**config.mk**
```make
export PLATFORM = sky130hd
export DESIGN_NAME = utc_top
export DESIGN_NICKNAME = d
export VERILOG_FILES = /design/src/rtl/utc_pkg.sv /design/src/rtl/utc_array.sv /design/src/rtl/utc_pick.sv /design/src/rtl/utc_top.sv
export SDC_FILE = /design/constraint.sdc
export NUM_CORES = 1
export LEC_CHECK = 0
export ABC_CLOCK_PERIOD_IN_PS = 3200
export CORE_ASPECT_RATIO = 1.25
export CORE_MARGIN = 3
export CORE_UTILIZATION = 30
export CTS_BUF_LIST = sky130_fd_sc_hd__clkbuf_16
export CTS_CLUSTER_DIAMETER = 100
export DETAILED_ROUTE_END_ITERATION = 8
export DONT_BUFFER_PORTS = 1
export RECOVER_POWER = 25
export REMOVE_ABC_BUFFERS = 1
export SETUP_SLACK_MARGIN = 0.4
export SLEW_MARGIN = 20
export SYNTH_ARGS = -nofsm -noshare
export SYNTH_HDL_FRONTEND = slang
export SYNTH_SLANG_ARGS = --single-unit
```
**constraint.sdc**
```tcl
create_clock -name clk -period 3.2 [get_ports clk]
set_input_delay 0.16 -clock clk [delete_from_list [all_inputs] [get_ports clk]]
set_output_delay 0.16 -clock clk [all_outputs]
set_load 0.005 [all_outputs]
```
**src/rtl/utc_pkg.sv**
```systemverilog
package utc_pkg;
    localparam int VA_W  = 32;
    localparam int PA_W  = 32;
    localparam int OFF_W = 12;
    localparam int VPN_W = VA_W - OFF_W;
    localparam int PFN_W = PA_W - OFF_W;

    localparam logic SIDE_DATA  = 1'b0;
    localparam logic SIDE_INSTR = 1'b1;

    typedef enum logic [1:0] {
        PERM_NONE = 2'd0,
        PERM_RO   = 2'd1,
        PERM_RW   = 2'd2
    } perm_t;

    typedef struct packed {
        logic             valid;
        logic [VPN_W-1:0] vpn;
        logic [PFN_W-1:0] pfn;
        perm_t            perm;
    } entry_t;

    function automatic perm_t level_of(input logic is_write);
        return is_write ? PERM_RW : PERM_RO;
    endfunction

    function automatic logic in_direct_window(input logic [VA_W-1:0] va);
        return va[VA_W-1 -: 2] == 2'b10;
    endfunction
endpackage

```
**src/rtl/utc_array.sv**
```systemverilog
module utc_array
    import utc_pkg::*;
#(
    parameter int N_ENT = 4,
    localparam int PTR_W = (N_ENT > 1) ? $clog2(N_ENT) : 1
) (
    input  logic                        clk,
    input  logic                        rst,
    input  logic                        flush,
    input  logic                        ins_en,
    input  logic [VPN_W-1:0]            ins_vpn,
    input  logic [PFN_W-1:0]            ins_pfn,
    input  perm_t                       ins_perm,
    input  logic [VPN_W-1:0]            lk_vpn,
    input  perm_t                       lk_level,
    output logic [N_ENT-1:0]            match,
    output logic [N_ENT-1:0][PFN_W-1:0] pfn_out,
    output logic [N_ENT-1:0][1:0]       perm_out
);
    entry_t           ent [N_ENT];
    logic [PTR_W-1:0] ptr;
    logic [PTR_W-1:0] ptr_next;
    logic [N_ENT-1:0] valid_vec;

    assign ptr_next = (ptr == PTR_W'(N_ENT - 1)) ? '0 : ptr + 1'b1;

    always_ff @(posedge clk) begin
        if (rst || flush) begin
            for (int i = 0; i < N_ENT; i++) begin
                ent[i].valid <= 1'b0;
                ent[i].vpn   <= '0;
                ent[i].pfn   <= '0;
                ent[i].perm  <= PERM_NONE;
            end
            ptr <= '0;
        end else if (ins_en) begin
            ent[ptr] <= '{valid: 1'b1, vpn: ins_vpn, pfn: ins_pfn, perm: ins_perm};
            ptr      <= ptr_next;
        end
    end

    for (genvar g = 0; g < N_ENT; g++) begin : g_ent
        assign valid_vec[g] = ent[g].valid;
        assign match[g]     = ent[g].valid && (ent[g].vpn == lk_vpn)
                              && (ent[g].perm >= lk_level);
        assign pfn_out[g]   = ent[g].pfn;
        assign perm_out[g]  = ent[g].perm;
    end

    AST_FLUSH_EMPTIES: assert property (@(posedge clk) disable iff (rst)
        flush |=> (valid_vec == '0)) else $error("flush left a valid entry");
    AST_INSERT_VALID: assert property (@(posedge clk) disable iff (rst)
        (ins_en && !flush) |=> (valid_vec != '0)) else $error("insert produced no entry");
    AST_STORED_PERM_LEGAL: assert property (@(posedge clk) disable iff (rst)
        (ins_en && !flush) |-> (ins_perm == PERM_RO || ins_perm == PERM_RW)) else $error("bad perm code stored");
endmodule

```
**src/rtl/utc_pick.sv**
```systemverilog
module utc_pick
    import utc_pkg::*;
#(
    parameter int N_ENT = 4
) (
    input  logic                        clk,
    input  logic                        rst,
    input  logic [N_ENT-1:0]            req,
    input  logic [N_ENT-1:0][PFN_W-1:0] pfn_in,
    input  logic [N_ENT-1:0][1:0]       perm_in,
    output logic                        any,
    output logic [PFN_W-1:0]            pfn,
    output logic [1:0]                  perm
);
    logic [N_ENT-1:0] grant;

    always_comb begin
        grant = '0;
        pfn   = '0;
        perm  = 2'd0;
        for (int i = N_ENT - 1; i >= 0; i--) begin
            if (req[i]) begin
                grant = '0;
                grant[i] = 1'b1;
                pfn   = pfn_in[i];
                perm  = perm_in[i];
            end
        end
    end

    assign any = |req;

    AST_ONE_WINNER: assert property (@(posedge clk) disable iff (rst)
        $onehot0(grant)) else $error("multiple winners");
    AST_WINNER_REQUESTED: assert property (@(posedge clk) disable iff (rst)
        (grant & ~req) == '0) else $error("winner without match");
endmodule

```
**src/rtl/utc_top.sv**
```systemverilog
module utc_top
    import utc_pkg::*;
#(
    parameter int N_ENT = 4
) (
    input  logic             clk,
    input  logic             rst,
    input  logic             flush,
    input  logic             lk_valid,
    input  logic             lk_side,
    input  logic             lk_write,
    input  logic [VA_W-1:0]  lk_vaddr,
    output logic             lk_hit,
    output logic [PA_W-1:0]  lk_paddr,
    output logic [1:0]       lk_perm,
    input  logic             ins_valid,
    input  logic             ins_side,
    input  logic [VA_W-1:0]  ins_vaddr,
    input  logic [PFN_W-1:0] ins_pfn,
    input  logic             ins_dirty
);
    localparam int N_SIDE = 2;

    logic [N_SIDE-1:0][N_ENT-1:0]            side_match;
    logic [N_SIDE-1:0][N_ENT-1:0][PFN_W-1:0] side_pfn;
    logic [N_SIDE-1:0][N_ENT-1:0][1:0]       side_perm;

    perm_t            req_level;
    perm_t            ins_perm;
    logic [VPN_W-1:0] lk_vpn;
    logic             bypass;

    assign req_level = level_of(lk_write);
    assign ins_perm  = ins_dirty ? PERM_RW : PERM_RO;
    assign lk_vpn    = lk_vaddr[VA_W-1:OFF_W];
    assign bypass    = in_direct_window(lk_vaddr);

    for (genvar s = 0; s < N_SIDE; s++) begin : g_side
        utc_array #(.N_ENT(N_ENT)) u_array (
            .clk      (clk),
            .rst      (rst),
            .flush    (flush),
            .ins_en   (ins_valid && (ins_side == 1'(s))),
            .ins_vpn  (ins_vaddr[VA_W-1:OFF_W]),
            .ins_pfn  (ins_pfn),
            .ins_perm (ins_perm),
            .lk_vpn   (lk_vpn),
            .lk_level (req_level),
            .match    (side_match[s]),
            .pfn_out  (side_pfn[s]),
            .perm_out (side_perm[s])
        );
    end

    logic             pick_any;
    logic [PFN_W-1:0] pick_pfn;
    logic [1:0]       pick_perm;

    utc_pick #(.N_ENT(N_ENT)) u_pick (
        .clk     (clk),
        .rst     (rst),
        .req     (side_match[lk_side]),
        .pfn_in  (side_pfn[lk_side]),
        .perm_in (side_perm[lk_side]),
        .any     (pick_any),
        .pfn     (pick_pfn),
        .perm    (pick_perm)
    );

    assign lk_hit   = lk_valid && !bypass && pick_any;
    assign lk_paddr = lk_hit ? {pick_pfn, lk_vaddr[OFF_W-1:0]} : '0;
    assign lk_perm  = lk_hit ? pick_perm : 2'd0;

    AST_IDLE_QUIET: assert property (@(posedge clk) disable iff (rst)
        !lk_valid |-> (!lk_hit && lk_perm == 2'd0 && lk_paddr == '0)) else $error("idle output");
    AST_WINDOW_MISS: assert property (@(posedge clk) disable iff (rst)
        (lk_valid && lk_vaddr[VA_W-1 -: 2] == 2'b10) |-> !lk_hit) else $error("direct window hit");
    AST_WRITE_NEEDS_RW: assert property (@(posedge clk) disable iff (rst)
        (lk_hit && lk_write) |-> (lk_perm == 2'd2)) else $error("write hit read-only");
    AST_HIT_OFFSET: assert property (@(posedge clk) disable iff (rst)
        lk_hit |-> (lk_paddr[OFF_W-1:0] == lk_vaddr[OFF_W-1:0]
                    && (lk_perm == 2'd1 || lk_perm == 2'd2))) else $error("bad hit result");
    AST_RESET_EMPTY: assert property (@(posedge clk)
        $past(rst) |-> !lk_hit) else $error("hit right after reset");
endmodule

```
# Yosys cells after proc, flatten, opt, wreduce, memory -nomap -nowiden
# Memories as Yosys holds them, arrays and structs flattened.
# Cells that the tools add are included.
totals:
  regBits: 4
  ram_bits: 344
  input_bits: 93
  out_inout_bits: 35
  wordCells: 86
  mem_count: 2
mem_list:
  columns: ["memory", "depth", "width", "read_ports", "rd_clocked_by_memory_dff", "wr", "line_no", "source"]
  rows:
  - ["g_side[0].u_array.ent", 4, 43, 4, 0, 4, "utc_array.sv:20", "entry_t ent [N_ENT];"]
  - ["g_side[1].u_array.ent", 4, 43, 4, 0, 4, "utc_array.sv:20", null]
classes:
  add_sub_neg: 2
  order_cmp: 9
  eq_ne: 11
  muxes: 34
  n_bitwise: 1
  n_reduce_logical: 25
ops:
  columns: ["operator", "n"]
  rows:
  - ["$eq 20x20->1", 8]
  - ["$mux 80", 2]
  - ["$mux 43", 2]
  - ["$reduce_or 43->1", 2]
  - ["$mux 20", 4]
  - ["$mux 32", 1]
  - ["$mux 2", 11]
  - ["$logic_and 1x1->1", 20]
  - ["$ge 2x2->1", 8]
  - ["$mux 8", 2]
  - ["$mux 1", 10]
  - ["$mux 4", 2]
  - ["$eq 2x2->1 const B", 3]
  - ["$add 2x1->2 const B", 2]
  - ["$reduce_or 4->1", 1]
  - ["$lt 1x2->1 const B", 1]
  - ["$logic_not 1->1", 1]
  - ["$logic_or 1x1->1", 1]
  - ["$not 1->1", 1]

# Logic depth before layout (Yosys ltp)
# Gate-level depths: netlist of the first run.
# An unclocked memory read counts as a cell.
logic_depth:
  depth_word: 11
  mapped_depth: 10

# Hierarchy
# A second synthesis of the first run with hierarchy kept.
unflattened:
  cells_unflattened: 1458
  area_unflattened_um2: 19521.2
by_module_without_submodules:
  columns: ["module", "instances", "cells_each", "area_each_um2"]
  rows:
  - ["utc_array at g_side[0].u_array", 1, 608, 8374.3]
  - ["utc_array at g_side[1].u_array", 1, 608, 8361.8]
  - ["utc_top", 1, 157, 2004.4]
  - ["utc_pick", 1, 85, 780.7]

# Worst setup path before layout of the first run
# No wires, ideal clock.
synth_path:
  path_kind: "in2reg"
  startpoint: "input flush"
  endpoint: "memory g_side[1].u_array.ent[1][0] (netlist name), enable pin"
  setup_time_ns: 0.400
  t_arrival_ns: 2.105
  required_ns: 2.800
  path_slack_ns: 0.695
  stages: 6
  path_buffers: 2
  cell_sequence: "or2_2 clkbuf_1 nor2_1 clkbuf_1 nand2_1 nand2_1"
synth_rtl:
  columns: ["element", "line_no", "source"]
  rows:
  - ["from (decl)", "utc_top.sv:8", "input logic flush,"]
  - ["to (decl)", "utc_array.sv:20", null]

==> results of run 1 <==
==> report_power, final <==
group | internal [mW] | total (mW) | switching, mW
sequential | 5.18 | 5.24 | 0.0683
combinational | 0.260 | 0.637 | 0.377
clock | 1.92 | 3.59 | 1.68
==> how the worst min path moves through the flow <==
stage / start / to / slack (ns) / depth (start not counted)
3_3_place_gp: ins_valid / g_side[1].u_array.ptr[1]$_SDFFE_PP0P_ / 0.32 / 2
2_1_floorplan: ins_valid / g_side[1].u_array.ptr[1]$_SDFFE_PP0P_ / 0.32 / 2
4_1_cts: lk_vaddr[9] / lk_paddr[9] / 0.40 / 2
3_5_place_dp: ins_side / g_side[1].u_array.ptr[1]$_SDFFE_PP0P_ / 0.34 / 2
5_1_grt: lk_vaddr[7] / lk_paddr[7] / 0.40 / 2
6_report: lk_vaddr[9] / lk_paddr[9] / 0.40 / 2
==> registers in the layout, indices dropped and copies added, names as in the netlist <==
register / cells
g_side.u_array.ent: 344
g_side.u_array.ptr: 4
==> stage by stage <==
step,hold WS (ns),setup TNS [ns],cells,setup WS (ns),utilization
detailed placement,0.338,0,2045,0.335,0.320
global route,0.404,-1.99,2160,-0.153,0.351
finish,0.397,-0.455,2162,-0.0687,0.351
global placement,0.324,0,2045,0.317,0.320
CTS,0.398,-0.712,2155,-0.0681,0.350
floorplan,0.320,-660.10,1250,-2.59,-
==> worst reg2reg max path, stage by stage, from the launching register on <==
cell and delay [ns]:
dfxtp_1 0.42, ha_1 0.20, clkbuf_1 1.60, and3_1 0.38
==> cells by family (layout without fill, tap and decap cells) <==
logic type	count (synthesis)	in the layout	synth area share
adders and majority gates	24	24	0.0172
DFF	348	348	0.591
other	0	4	0
AOI/OAI and AO/OA	88	88	0.0492
muxes	85	85	0.0532
and+or+nand+nor	518	518	0.172
xor gates and xnor gates	160	160	0.0802
buffers and inverters	132	185	0.0368
==> per-layer routing <==
layer	global-route usage	up-vias	share of wire
met5	0	-	0
li1	-	4946	-
met2	0.290	271	0.52
met3	0.0226	69	0.045
met1	0.192	5569	0.40
met4	0.0519	0	0.031
==> synth_stat cells, types with 2 or more instances <==
cell | n | area share
edfxtp_1 | 336 | 0.58
and3_1 | 168 | 0.060
and2_1 | 164 | 0.059
xor2_1 | 122 | 0.061
clkbuf_1 | 63 | 0.014
mux2_2 | 63 | 0.041
nand2_1 | 62 | 0.013
xnor2_1 | 38 | 0.019
inv_1 | 26 | 0.0056
nand3_1 | 26 | 0.0074
nor2_1 | 25 | 0.0054
ha_1 | 24 | 0.017
nor4_1 | 24 | 0.0086
a211oi_1 | 22 | 0.0095
a21o_1 | 22 | 0.0095
a221oi_2 | 22 | 0.019
mux2i_1 | 22 | 0.013
buf_4 | 19 | 0.0082
nand4_1 | 16 | 0.0057
buf_2 | 13 | 0.0037
a21oi_1 | 12 | 0.0034
dfxtp_1 | 12 | 0.014
nand2b_1 | 10 | 0.0036
nor3_1 | 10 | 0.0029
buf_6 | 8 | 0.0052
o22ai_4 | 4 | 0.0046
nand3b_1 | 3 | 0.0013
o21ai_0 | 3 | 0.00086
or3_1 | 3 | 0.0011
or3_4 | 3 | 0.0019
buf_1 | 2 | 0.00043
or4_4 | 2 | 0.0013
==> timing repair <==
item,4_1_cts,5_1_grt
hold endpoints to repair,348,0
pin swaps,18,7
hold buffers,48,0
gates cloned,2,1
resized for setup,24,8
buffers inserted,2,2
setup endpoints to repair,35,35
==> layout make-up <==
| class | instances | area (µm²) | share of cell area |
|---|---|---|---|
| antenna | 4 | 10.0 | 0.000497 |
| inverter | 27 | 101 | 0.00503 |
| tap | 750 | 938 | 0.0466 |
| clock inverter | 27 | 173 | 0.00858 |
| timing repair buffer | 100 | 1100 | 0.0546 |
| multi-input combinational | 875 | 6700 | 0.333 |
| clock buffer | 31 | 776 | 0.0385 |
| sequential | 348 | 10300 | 0.513 |
==> results.py, run 1 <==
metrics = {
    "status": {
        "outcome": "finished with violations",
        "violations": "capacitance limit, slew limit, setup timing",
    },
    "setup_path": {
        "path_class": "register to output pin",
        "worst-endpoint-required_ns": 3.04,
        "crit_cells": 9,
        "crit_chain": "xor2_2, nor4_2, nand4_1, o22ai_4, buf_12, o41ai_4, buf_12, a221oi_4, buf_4",
        "arrival_ns": 3.11,
        "cp_max_fo": 35,
        "crit_slowest_cell": "edfxtp_1",
        "path_common_cell": "buf_12",
        "endpoint": "lk_paddr[24]",
        "r2r-end": "g_side[1].u_array.ent[3][38]$_DFFE_PP_",
        "ff2ff_setup_slack_ns": 0.45,
        "cp-startpoint": "g_side[0].u_array.ent[3][40]$_DFFE_PP_",
        "cp-start-kind": "register",
        "cp-end-kind": "output pin",
        "cp_slowest_stage_delay_ns": 0.41,
        "critical_path.top_delay_family": "simple AND/OR/NAND/NOR gates",
        "reg2reg_depth": 3,
        "cp_num_buf_inv": 3,
        "timing.rr.start": "g_side[1].u_array.ptr[0]$_SDFFE_PP0P_",
    },
    "timing": {
        "finalCritPeriodShare": 1.02,
        "fin_ws_ns": -0.0687,
        "max_slew_margin": -0.488,
        "setup_viol": 13,
        "tightest_slew_ns": 2.23,
        "fmax_ghz": 0.306,
        "rsz0062_at_grt": "true",
        "skew_ns": 0.0286,
        "maxSlewViolCount": 80,
        "min_period_ns": 3.27,
        "hold_viol": 0,
    },
    "grt": {
        "grt_max_degree": 100,
        "track_usage": 0.158,
        "grt_pass1_vias": 11400,
        "antenna_found_initial": 5,
        "grt-ovfl-total": 0,
        "grt_pass1_wl_um": 73800,
    },
    "route": {
        "totalWireLength_um": 50000,
        "drc": 0,
        "drtPass1Iterations": 5,
        "drt_iter0_drc": 880,
        "route.vias.total": 10900,
        "wire_per_inst_um": 23.1,
        "final_antenna_net_count": 0,
        "routed_via_density": 5.02,
    },
    "floorplanning": {
        "num_io_pins": 128,
        "fp.dieArea_um2": 61200,
        "rows": 98,
        "dieHeight_um": 276,
        "initial_core_util": 0.304,
        "die_x_um": 222,
        "core-area_um2": 57400,
    },
    "cts": {
        "clock_latency_ns": 0.58,
        "clock-sinks": 348,
        "ctsHtreeMaxLevel": 1,
        "cts_tree": "yes",
        "cts_root_buf": "clkbuf_16",
        "clockBufferDepth": 3,
        "clk_pin_slew_worst_paths_ns": 0.07,
        "cts_buffers": 31,
    },
    "yosys": {
        "syn_inst": 1355,
        "ys_async_sr_fraction": 0,
        "ys.flop_type": "edfxtp_1",
        "synth_area_per_cell_um2": 12.9,
        "seq_area_frac_synth": 0.591,
        "ys_types": 38,
        "ys_warn_count": 0,
        "synth_area_um2": 17500,
        "ys_ff_latch": 348,
        "synth_edf_count": 336,
    },
    "place": {
        "gp_congestion": 0.786,
        "port_buffers": 0,
        "dpl-instance-area_um2": 18400,
        "dp_hpwl_um": 29800,
    },
    "pwr": {
        "ir_drop_mv": 0.422,
        "leakagePower_nw": 8.31,
        "total_power_mw": 9.47,
        "p_per_area_nw_per_um2": 471,
    },
    "layout": {
        "final_cell_mix": "edfxtp_1 (336), and3_1 (167), and2_1 (152), xor2_1 (120), mux2_2 (63)",
        "area_delta_synth_final_pct": 15.2,
        "final_nets": 1500,
        "fill_cells": 5577,
        "final_area_um2": 20100,
        "mostFrequentLayoutCell": "edfxtp_1",
        "drive_gt1_frac": 0.146,
    },
    "run": {
        "maxCapViolCount": 2,
    },
    "hold_path": {
        "holdCritPathClass": "input pin to output pin",
    },
}
Note: power is estimated with default switching activity, not from simulation.
==> inputs of run 2 (changes only) <==
- CORE_UTILIZATION: 30 -> 64
- MAX_ROUTING_LAYER: default -> met4
- PLACE_DENSITY: default -> 0.8
- SKIP_LAST_GASP: default -> 1
==> run 2 against run 1 <==
Net effect:
- the flow finishes with violations (capacitance limit, slew limit)
- via count grew 3.5%
- register-to-register slack gained 0.02 ns
- hold slack lost 0.32 ns
- power grew 3.1%
- clock-buffer cell count grew 6
- critical endpoint is now lk_perm[1]
- cell count shrank 19%
- utilization grew 39 points
- first-iteration DRC count grew 37%
- fmax grew 8.7%
- clock power grew 7.8%
==> results.py, run 2 (synthesis results as in run 1) <==
metrics = {
    "pwr": {
        "leakagePower_nw": 8.36,
        "total_power_mw": 9.76,
        "p_per_area_nw_per_um2": 494,
        "ir_drop_mv": 0.474,
    },
    "cts": {
        "clockBufferDepth": 3,
        "clk_pin_slew_worst_paths_ns": 0.06,
        "cts_tree": "yes",
        "cts_root_buf": "clkbuf_16",
        "clock-sinks": 348,
        "cts_buffers": 34,
        "ctsHtreeMaxLevel": 2,
        "clock_latency_ns": 0.51,
    },
    "grt": {
        "grt_pass1_vias": 11200,
        "grt_pass1_wl_um": 68000,
        "grt-ovfl-total": 0,
        "antenna_found_initial": 4,
        "track_usage": 0.315,
        "grt_max_degree": 126,
    },
    "floorplanning": {
        "fp.dieArea_um2": 29300,
        "die_x_um": 154,
        "core-area_um2": 26800,
        "dieHeight_um": 191,
        "rows": 67,
        "initial_core_util": 0.651,
        "num_io_pins": 128,
    },
    "setup_path": {
        "crit_chain": "xor2_1, nor4_1, nand4_1, o22ai_4, buf_12, o41ai_4, buf_12, a221oi_2",
        "critical_path.top_delay_family": "simple AND/OR/NAND/NOR gates",
        "cp-start-kind": "register",
        "arrival_ns": 2.85,
        "crit_slowest_cell": "nor4_1",
        "cp_max_fo": 27,
        "worst-endpoint-required_ns": 3.04,
        "cp_num_buf_inv": 2,
        "cp_slowest_stage_delay_ns": 0.54,
        "cp-end-kind": "output pin",
        "path_class": "register to output pin",
        "path_common_cell": "buf_12",
    },
    "timing": {
        "setup_viol": 0,
        "rsz0062_at_grt": "true",
        "finalCritPeriodShare": 0.940,
        "fin_ws_ns": 0.193,
        "fmax_ghz": 0.333,
        "skew_ns": 0.0104,
        "hold_viol": 0,
        "maxSlewViolCount": 85,
        "tightest_slew_ns": 2.17,
        "min_period_ns": 3.01,
        "max_slew_margin": -0.444,
    },
    "layout": {
        "mostFrequentLayoutCell": "edfxtp_1",
        "final_cells": 1756,
        "final_nets": 1500,
        "top_register": "g_side.u_array.ent",
        "reg_top3": "g_side.u_array.ent (344), g_side.u_array.ptr (4)",
        "final_area_um2": 19800,
        "area_delta_synth_final_pct": 13.2,
        "drive_gt1_frac": 0.149,
        "largest_register_ffs": 344,
        "final_cell_mix": "edfxtp_1 (336), and3_1 (168), and2_1 (125), xor2_1 (122), mux2_2 (63)",
    },
    "route": {
        "wire_per_inst_um": 25.8,
        "route.vias.total": 11200,
        "drc": 0,
        "drt_iter0_drc": 1207,
        "routed_via_density": 6.40,
        "final_antenna_net_count": 0,
        "totalWireLength_um": 45300,
        "drtPass1Iterations": 5,
    },
    "place": {
        "dp_hpwl_um": 26100,
        "placed_cells": 1633,
        "port_buffers": 0,
        "dpl-instance-area_um2": 17800,
        "gp_congestion": 0.859,
        "dp_slack_ns": 0.454,
    },
    "hold_path": {
        "holdCritPathClass": "input pin to register",
    },
    "run": {
        "maxCapViolCount": 2,
    },
    "status": {
        "violations": "capacitance limit, slew limit",
        "outcome": "finished with violations",
    },
}
## run 2: cell types whose count changed in the layout (fill, tap and decap cells not counted), moves of 3 or more
| cell | change |
|---|---|
| and2_0 | +27 |
| and2_1 | -27 |
| buf_4 | -11 |
| clkinv_1 | -6 |
| clkbuf_16 | +5 |
| a221oi_2 | +4 |
| a221oi_4 | -4 |
| buf_12 | +4 |
| nor4_1 | -4 |
| clkinv_2 | +3 |
| nor4_2 | +3 |
## run 2: report_power, final
part | switching [mW] | total, mW | leakage (nW) | internal (mW)
registers | 0.0706 | 5.25 | 3.85 | 5.18
clock network | 1.64 | 3.87 | 0.570 | 2.23
logic | 0.380 | 0.643 | 3.94 | 0.263
## run 2: area by class of cell
class / instances / area, µm²
clock inverter: 23 / 145
fill: 1664 / 7050
multi-input combinational: 875 / 6700
tap: 345 / 432
sequential: 348 / 10300
inverter: 27 / 101
clock buffer: 37 / 926
timing repair buffer: 97 / 1130
antenna: 4 / 10.0
## run 2: path summary, 6_finish.rpt
check	cells past startpoint	end	slack, ns	from
setup reg to reg	4	g_side[1].u_array.ent[0][34]$_DFFE_PP_	0.47	g_side[1].u_array.ptr[0]$_SDFFE_PP0P_
hold reg to reg	2	g_side[0].u_array.ent[0][42]$_SDFFE_PP1P_	0.45	g_side[0].u_array.ent[0][42]$_SDFFE_PP1P_
hold / removal	4	g_side[0].u_array.ent[0][42]$_SDFFE_PP1P_	0.08	rst
setup / recovery	8	lk_perm[1]	0.19	g_side[0].u_array.ent[1][34]$_DFFE_PP_
## run 2: repair_timing
item                       4_1_cts  5_1_grt
hold endpoints to repair       340        0
gates resized for setup         31        5
setup endpoints to repair       35       35
pin swaps                       11        5
hold buffers                    47        0
setup buffers                    9        0
gates cloned                     3        0
## run 2: metal layers
metal	global-route usage	vias up	share of wire
li1	-	4960	-
met1	0.402	5572	0.37
met2	0.509	589	0.51
met3	0.0513	114	0.085
met4	0.131	0	0.042
met5	-	-	0
## run 2: stage by stage
stage / hold slack [ns] / utilization / setup TNS [ns]
6_report: 0.0781 / 0.737 / 0
3_5_place_dp: 0.334 / 0.665 / 0
3_3_place_gp: 0.327 / 0.665 / 0
5_1_grt: 0.0764 / 0.737 / 0
4_1_cts: 0.0616 / 0.736 / 0
2_1_floorplan: 0.320 / - / -660.10
## run 2: tightest hold or removal path, cell delays in order
cell     delay (ns)
nor2_1         0.03
buf_4          0.20
nand2_1        0.09
nand2_1        0.04
